--- src/rtl/tft_sync_pkg.sv ---
package tft_sync_pkg;

  // Segment order within a line or a frame; the code is also the status value.
  typedef enum logic [1:0] {
    SEG_SYNC  = 2'b00,
    SEG_BACK  = 2'b01,
    SEG_SHOW  = 2'b10,
    SEG_FRONT = 2'b11
  } seg_e;

  function automatic seg_e seg_after(seg_e s);
    logic [1:0] raw;
    raw = s;
    raw = raw + 2'd1;
    return seg_e'(raw);
  endfunction

  // Output driver: quiet when disabled, otherwise active level xor inversion.
  function automatic logic drive_pin(logic run, logic active, logic inv);
    return run & (active ^ inv);
  endfunction

  // Number of system clocks in one pixel for a divider value.
  function automatic int unsigned pix_period(int unsigned div);
    return 2 * (div + 1);
  endfunction

endpackage

--- src/rtl/tft_pclk_div.sv ---
module tft_pclk_div #(
  parameter int DIV_W = 10
) (
  input  logic             clk,
  input  logic             rst_n,
  input  logic             run,
  input  logic [DIV_W-1:0] div_val,
  output logic             tick,
  output logic             half_hi
);

  logic [DIV_W-1:0] cnt_q;
  logic             half_q;
  logic             at_end;

  assign at_end  = (cnt_q >= div_val);
  assign tick    = run & at_end & half_q;
  assign half_hi = half_q;

  always_ff @(posedge clk or negedge rst_n) begin
    if (!rst_n) begin
      cnt_q  <= '0;
      half_q <= 1'b0;
    end else if (!run) begin
      cnt_q  <= '0;
      half_q <= 1'b0;
    end else if (at_end) begin
      cnt_q  <= '0;
      half_q <= ~half_q;
    end else begin
      cnt_q  <= cnt_q + 1'b1;
    end
  end

endmodule

--- src/rtl/tft_seg_seq.sv ---
module tft_seg_seq
  import tft_sync_pkg::*;
#(
  parameter int CW = 11
) (
  input  logic          clk,
  input  logic          rst_n,
  input  logic          run,
  input  logic          step,
  input  logic [CW-1:0] len_sync,
  input  logic [CW-1:0] len_back,
  input  logic [CW-1:0] len_show,
  input  logic [CW-1:0] len_front,
  output seg_e          seg,
  output logic [CW-1:0] cnt,
  output logic          wrap
);

  seg_e          seg_q;
  logic [CW-1:0] cnt_q;
  logic [CW-1:0] cur_len;
  logic          at_end;

  always_comb begin
    case (seg_q)
      SEG_SYNC:  cur_len = len_sync;
      SEG_BACK:  cur_len = len_back;
      SEG_SHOW:  cur_len = len_show;
      default:   cur_len = len_front;
    endcase
  end

  assign at_end = (cnt_q >= cur_len);
  assign wrap   = step & at_end & (seg_q == SEG_FRONT);
  assign seg    = seg_q;
  assign cnt    = cnt_q;

  always_ff @(posedge clk or negedge rst_n) begin
    if (!rst_n) begin
      seg_q <= SEG_SYNC;
      cnt_q <= '0;
    end else if (!run) begin
      seg_q <= SEG_SYNC;
      cnt_q <= '0;
    end else if (step) begin
      if (at_end) begin
        seg_q <= seg_after(seg_q);
        cnt_q <= '0;
      end else begin
        cnt_q <= cnt_q + 1'b1;
      end
    end
  end

endmodule

--- src/rtl/tft_line_ctr.sv ---
module tft_line_ctr
  import tft_sync_pkg::*;
#(
  parameter int VACT_W = 10
) (
  input  logic              clk,
  input  logic              rst_n,
  input  logic              run,
  input  logic [VACT_W-1:0] show_len,
  input  logic              line_step,
  input  logic              frame_step,
  input  seg_e              v_seg,
  output logic [VACT_W-1:0] left
);

  logic [VACT_W-1:0] left_q;

  assign left = left_q;

  always_ff @(posedge clk or negedge rst_n) begin
    if (!rst_n) begin
      left_q <= '0;
    end else if (!run || frame_step) begin
      left_q <= show_len;
    end else if (line_step && v_seg == SEG_SHOW && left_q != '0) begin
      left_q <= left_q - 1'b1;
    end
  end

endmodule

--- src/rtl/tft_out_stage.sv ---
module tft_out_stage
  import tft_sync_pkg::*;
(
  input  logic       run,
  input  seg_e       h_seg_i,
  input  seg_e       v_seg_i,
  input  logic       lend_pulse,
  input  logic       half_hi,
  input  logic       pix_tick,
  input  logic       lend_on,
  input  logic       inv_hsync,
  input  logic       inv_vsync,
  input  logic       inv_dv,
  input  logic       inv_lend,
  input  logic       inv_pclk,
  output logic       pix_stb,
  output logic       pix_clk,
  output logic       hsync,
  output logic       vsync,
  output logic       data_valid,
  output logic       line_end,
  output logic [1:0] h_seg,
  output logic [1:0] v_seg
);

  logic show_both;

  assign show_both  = (h_seg_i == SEG_SHOW) && (v_seg_i == SEG_SHOW);
  assign pix_stb    = run & pix_tick;
  assign pix_clk    = drive_pin(run, half_hi, inv_pclk);
  assign hsync      = drive_pin(run, h_seg_i == SEG_SYNC, inv_hsync);
  assign vsync      = drive_pin(run, v_seg_i == SEG_SYNC, inv_vsync);
  assign data_valid = drive_pin(run, show_both, inv_dv);
  assign line_end   = drive_pin(run & lend_on, lend_pulse, inv_lend);
  assign h_seg      = run ? h_seg_i : 2'b00;
  assign v_seg      = run ? v_seg_i : 2'b00;

endmodule

--- src/rtl/tft_sync_gen.sv ---
module tft_sync_gen
  import tft_sync_pkg::*;
#(
  parameter int DIV_W  = 10,
  parameter int HACT_W = 11,
  parameter int HPOR_W = 8,
  parameter int VACT_W = 10,
  parameter int VPOR_W = 8
) (
  input  logic              clk,
  input  logic              rst_n,
  input  logic              video_on,
  input  logic [DIV_W-1:0]  pclk_div,
  input  logic [HPOR_W-1:0] hsync_len,
  input  logic [HPOR_W-1:0] hback_len,
  input  logic [HACT_W-1:0] hshow_len,
  input  logic [HPOR_W-1:0] hfront_len,
  input  logic [VPOR_W-1:0] vsync_len,
  input  logic [VPOR_W-1:0] vback_len,
  input  logic [VACT_W-1:0] vshow_len,
  input  logic [VPOR_W-1:0] vfront_len,
  input  logic              inv_hsync,
  input  logic              inv_vsync,
  input  logic              inv_dv,
  input  logic              inv_lend,
  input  logic              inv_pclk,
  input  logic              lend_on,
  output logic              pix_stb,
  output logic              pix_clk,
  output logic              hsync,
  output logic              vsync,
  output logic              data_valid,
  output logic              line_end,
  output logic [1:0]        h_seg,
  output logic [1:0]        v_seg,
  output logic [VACT_W-1:0] line_left
);

  localparam int HC_W = (HACT_W > HPOR_W) ? HACT_W : HPOR_W;
  localparam int VC_W = (VACT_W > VPOR_W) ? VACT_W : VPOR_W;

  // Named internal events
  logic            pix_tick;
  logic            half_hi;
  logic            line_wrap;
  logic            frame_wrap;
  logic            lend_pulse;
  seg_e            h_seg_raw;
  seg_e            v_seg_raw;
  logic [HC_W-1:0] h_cnt;
  logic [VC_W-1:0] v_cnt;

  tft_pclk_div #(.DIV_W(DIV_W)) u_div (
    .clk     (clk),
    .rst_n   (rst_n),
    .run     (video_on),
    .div_val (pclk_div),
    .tick    (pix_tick),
    .half_hi (half_hi)
  );

  tft_seg_seq #(.CW(HC_W)) u_hseq (
    .clk       (clk),
    .rst_n     (rst_n),
    .run       (video_on),
    .step      (pix_tick),
    .len_sync  (HC_W'(hsync_len)),
    .len_back  (HC_W'(hback_len)),
    .len_show  (HC_W'(hshow_len)),
    .len_front (HC_W'(hfront_len)),
    .seg       (h_seg_raw),
    .cnt       (h_cnt),
    .wrap      (line_wrap)
  );

  tft_seg_seq #(.CW(VC_W)) u_vseq (
    .clk       (clk),
    .rst_n     (rst_n),
    .run       (video_on),
    .step      (line_wrap),
    .len_sync  (VC_W'(vsync_len)),
    .len_back  (VC_W'(vback_len)),
    .len_show  (VC_W'(vshow_len)),
    .len_front (VC_W'(vfront_len)),
    .seg       (v_seg_raw),
    .cnt       (v_cnt),
    .wrap      (frame_wrap)
  );

  assign lend_pulse = (h_seg_raw == SEG_FRONT) && (h_cnt == '0);

  tft_line_ctr #(.VACT_W(VACT_W)) u_lines (
    .clk        (clk),
    .rst_n      (rst_n),
    .run        (video_on),
    .show_len   (vshow_len),
    .line_step  (line_wrap),
    .frame_step (frame_wrap),
    .v_seg      (v_seg_raw),
    .left       (line_left)
  );

  tft_out_stage u_out (
    .run        (video_on),
    .h_seg_i    (h_seg_raw),
    .v_seg_i    (v_seg_raw),
    .lend_pulse (lend_pulse),
    .half_hi    (half_hi),
    .pix_tick   (pix_tick),
    .lend_on    (lend_on),
    .inv_hsync  (inv_hsync),
    .inv_vsync  (inv_vsync),
    .inv_dv     (inv_dv),
    .inv_lend   (inv_lend),
    .inv_pclk   (inv_pclk),
    .pix_stb    (pix_stb),
    .pix_clk    (pix_clk),
    .hsync      (hsync),
    .vsync      (vsync),
    .data_valid (data_valid),
    .line_end   (line_end),
    .h_seg      (h_seg),
    .v_seg      (v_seg)
  );

endmodule

--- config.mk ---
export PLATFORM = sky130hd
export DESIGN_NAME = tft_sync_gen
export DESIGN_NICKNAME = d
export VERILOG_FILES = /design/src/rtl/tft_sync_pkg.sv /design/src/rtl/tft_pclk_div.sv /design/src/rtl/tft_seg_seq.sv /design/src/rtl/tft_line_ctr.sv /design/src/rtl/tft_out_stage.sv /design/src/rtl/tft_sync_gen.sv
export SDC_FILE = /design/constraint.sdc
export NUM_CORES = 1
export LEC_CHECK = 0
export BUFFER_PORTS_ARGS = -buffer_cell sky130_fd_sc_hd__buf_2
export CAP_MARGIN = 20
export CORE_ASPECT_RATIO = 0.75
export CORE_MARGIN = 4
export CORE_UTILIZATION = 57
export CTS_CLUSTER_SIZE = 20
export DETAILED_ROUTE_END_ITERATION = 7
export PLACE_DENSITY = 0.91
export SLEW_MARGIN = 25
export SYNTH_ARGS = -nofsm -noshare
export SYNTH_HDL_FRONTEND = slang
export SYNTH_SLANG_ARGS = --single-unit
--- constraint.sdc ---
create_clock -name clk -period 4.87 [get_ports clk]
set_clock_uncertainty 0.2 [all_clocks]
set_input_delay 0.974 -clock clk [delete_from_list [all_inputs] [get_ports clk]]
set_output_delay 0.974 -clock clk [all_outputs]
set_load 0.03 [all_outputs]
==> summary.txt <==
Outcome
  • Status: finished, final reports clean

Clock tree
  • TritonCTS clock tree: yes
  • CTS H-tree depth: 2
  • Inserted Clock Buffers: 5
  • Postcts setup bufs: 0
  • Skew-Pair Late Insertion Delay: 0.30 ns
  • Clock Path Buffers: 2
  • Clock sink count: 46
  • Resized cells post-CTS: 0
  • Clk slew on worst S/H paths: 0.09 ns
  • Root Buffer: clkbuf_8
  • Post-CTS Hold Buffers: 0

Synth
  • Synth cell count leaders: 52 x o21ai_0, 46 x dfrtp_1, 45 x ha_1, 42 x nor2_1, 34 x nand2_1
  • Synthesized net count: ~560
  • Area contributors post-synth: dfrtp_1 31%, ha_1 15%, o21ai_0 7.0%
  • EDFF count, synth: 0
  • Yosys warning count: 0
  • Largest area contributor in the netlist: dfrtp_1
  • Most common cell in the netlist: o21ai_0
  • Post-Syn Area per Cell: 8.59 sq um
  • Synth top area share: between 30% and 40%
  • Netlist cell types: 46
  • Top FF cell, synth: dfrtp_1
  • Post-synthesis sequential area ratio: between 30% and 40%
  • Mapped cell area: 0.00369 sq mm
  • Cells after Synth: 430
  • Yosys reg bits: 46
  • Async SR Flop Fraction: 100%

Placed design
  • I/O Buffers: 107
  • Dpl ws: just under 0.9 ns
  • Post-DP HPWL: 7.86 mm
  • GPL Wtd Cong: 0.895
  • Dpl cell area: approximately 0.0043 sq mm
  • Dpl cells: between 600 and 700

Worst hold path
  • Hold crit path type: register to register
  • Hold EP: u_div.cnt_q[0]$_DFF_PN0_
  • Hold wc startpoint: u_div.cnt_q[0]$_DFF_PN0_
  • Worst Hold Depth: 1

Floorplan
  • Core area: between 0.006 and 0.007 sq mm
  • Die ar.: 0.00785 sq mm
  • # IOs: roughly 110
  • Initial core utilization: 58.7%
  • Die Height: 77.7 um
  • Site Rows: 25
  • Die Wd: 101 um

Layout
  • Layout Nets: 664
  • Reg area: 0.00115 sq mm
  • Design area: 0.00437 sq mm
  • Layout Cells excl Fill: 613
  • Fill count: 481
  • Multi-input logic area: about 0.0024 sq mm
  • Layout cells sized above 1: 25.2%
  • Final Util: 69.6%
  • P&R area growth vs syn: 18.4%
  • ANT cells: 0

Drt
  • Routed Wire Length: 9.76 mm
  • DR DRC count: 0
  • Initial drt markers: 202
  • Vias: 3723
  • Detail Route Antenna Nets: 0
  • Avg WL per Cell: 15.9 um
  • Initial DRT Pass Iterations: 5
  • Vias per inst: 6.07

Critical path
  • R2R cell count: 13
  • Crit Reg-Reg Endpoint: u_lines.left[7]$_DFFE_PN0P_
  • Register-to-register setup slack: 0.98 ns
  • Crit Path Max Fanout: 13
  • Reg2reg start: u_hseq.seg[0]$_DFFE_PN0P_
  • CP endpoint kind: register
  • Critical Path RT: 4.86 ns
  • Crit Path Class: register to register
  • Crit path launch type: register
  • Critical path arrival: approximately 3.9 ns

Power and ir drop
  • NetSw: 0.000334 W
  • Comb pwr share: 30.2%
  • Leakage power: 2.15 nW
  • Clock power frac: between 20% and 30%
  • Sequential Power Share: 45.1%
  • Net Sw Frac: 34.6%
  • Pint: 0.000629 W
  • Peak VDD IR: 0.000142 V
  • PwrDens: 220 mW/mm^2

Timing
  • Final worst slack: 0.978 ns
  • Peak Freq: 0.257 GHz
  • Setup Viol. Count Final: 0
  • Slew @ Worst Pin: 0.580 ns
  • Final hold vios: 0
  • Max_slew headroom: 61.3%
  • Unrepaired setup endpoints after global routing: no
  • Min Tclk post-route: 3.89 ns
  • Count of final max-slew check failures: 0
  • Setup tns final: 0 ns
  • Tcrit/Tclk final: 79.9%

Global route
  • Vias in the first global route: between 3k and 4k
  • Remaining global-route overflow: 0
  • Gr usage total: between 20% and 30%
  • Initial antenna violation count: 0
  • First-pass GRT wire length: 16.6 mm
  • Largest net degree at the start of global routing: 47

Job
  • Maxcap violations: 0
==> cells by family (layout without fill, tap and decap cells) <==
family | after synthesis | after routing | synth area share, %
multiplexers | 12 | 12 | 3.56
flip-flops | 46 | 46 | 31.2
adder cells (fa/ha/maj) | 45 | 45 | 15.2
AND/OR/NAND/NOR | 156 | 156 | 21.3
XOR/XNOR | 23 | 23 | 5.45
buffers and inverters | 45 | 147 | 4.71
AO/OA/AOI/OAI | 103 | 103 | 18.5
==> layer usage <==
layer / up-vias / global-route usage (%) / part of all wire (%)
met5: - / 0 / 0
met2: 149 / 43.6 / 50
met3: 20 / 4.94 / 7.2
met1: 1776 / 32.6 / 42
met4: 0 / 8.23 / 1.5
li1: 1778 / - / -
==> worst max path at each step <==
stage / start / depth (start not counted) / slack, ns / endpoint
5_1_grt: u_hseq.seg[0]$_DFFE_PN0P_ / 13 / 0.72 / u_lines.left[7]$_DFFE_PN0P_
3_5_place_dp: hshow_len[2] / 12 / 0.88 / u_lines.left[7]$_DFFE_PN0P_
6_report: u_hseq.seg[0]$_DFFE_PN0P_ / 13 / 0.98 / u_lines.left[7]$_DFFE_PN0P_
3_3_place_gp: hshow_len[2] / 12 / 1.02 / u_lines.left[7]$_DFFE_PN0P_
2_1_floorplan: pclk_div[5] / 6 / 1.20 / pix_stb
4_1_cts: u_hseq.seg[0]$_DFFE_PN0P_ / 13 / 1.03 / u_lines.left[7]$_DFFE_PN0P_
==> critical path, cell delays in order, from the launching register on <==
cell	delay, ns
dfrtp_1	0.44
inv_1	0.10
ha_1	0.36
a222oi_1	0.39
nand2_1	0.08
o21ai_0	0.10
ha_1	0.29
nand4_1	0.13
nor2_1	0.05
a21oi_1	0.17
nand2_1	0.30
and3_1	0.36
a31oi_4	0.40
mux2_2	0.39
==> metrics by stage <==
stage	power, W	hold slack, ns
final	0.000963	0.322
after global routing	0.00102	0.327
after CTS	0.000964	0.317
after detailed placement	0.000731	0.304
after global placement	0.000717	0.297
after floorplan	0.000624	0.254
==> flip-flops by register name, indices dropped and copies added, names as in the netlist <==
| signal | flops |
|---|---|
| u_hseq.seg | 2 |
| u_vseq.seg | 2 |
| u_div.half_hi | 1 |
| u_hseq.cnt | 11 |
| u_div.cnt_q | 10 |
| u_vseq.cnt | 10 |
| u_lines.left | 10 |
==> final cells by class <==
type                            instances  share of cell area [%]
Timing Repair Buffer                  109                    12.6
Sequential cell                        46                    26.3
Tap cell                               81                    2.32
Multi-Input combinational cell        339                    54.1
Clock buffer                            5                    1.57
Inverter                               30                    2.57
Clock inverter                          3                   0.429
==> power groups by stage <==
stage	clock [W]	combinational, W	sequential (W)
floorplan	0	0.000174	0.000450
detailed placement	0	0.000290	0.000441
finish	0.000238	0.000291	0.000434
global route	0.000253	0.000331	0.000438
global placement	0	0.000278	0.000439
CTS	0.000240	0.000291	0.000433
==> placed cells by master (no fill, tap or decap), drive strengths merged, types with 2 or more instances in the layout <==
master and n:
nand2 34, inv 31, nor2b 6, o31ai 7, dfrtp 46, a31oi 7
mux2 9, clkbuf 5, a222oi 16, and3 12, nor2 42, or4 2
o21ai 52, nor4 7, nor3 7, mux2i 3, nand4b 2, nand3 13
and4 2, xnor2 16, clkinv 2, nand2b 11, buf 109, ha 45
a21oi 11, a211oi 3, nand4 14, xor2 7
Note: power is estimated with default switching activity, not from simulation.
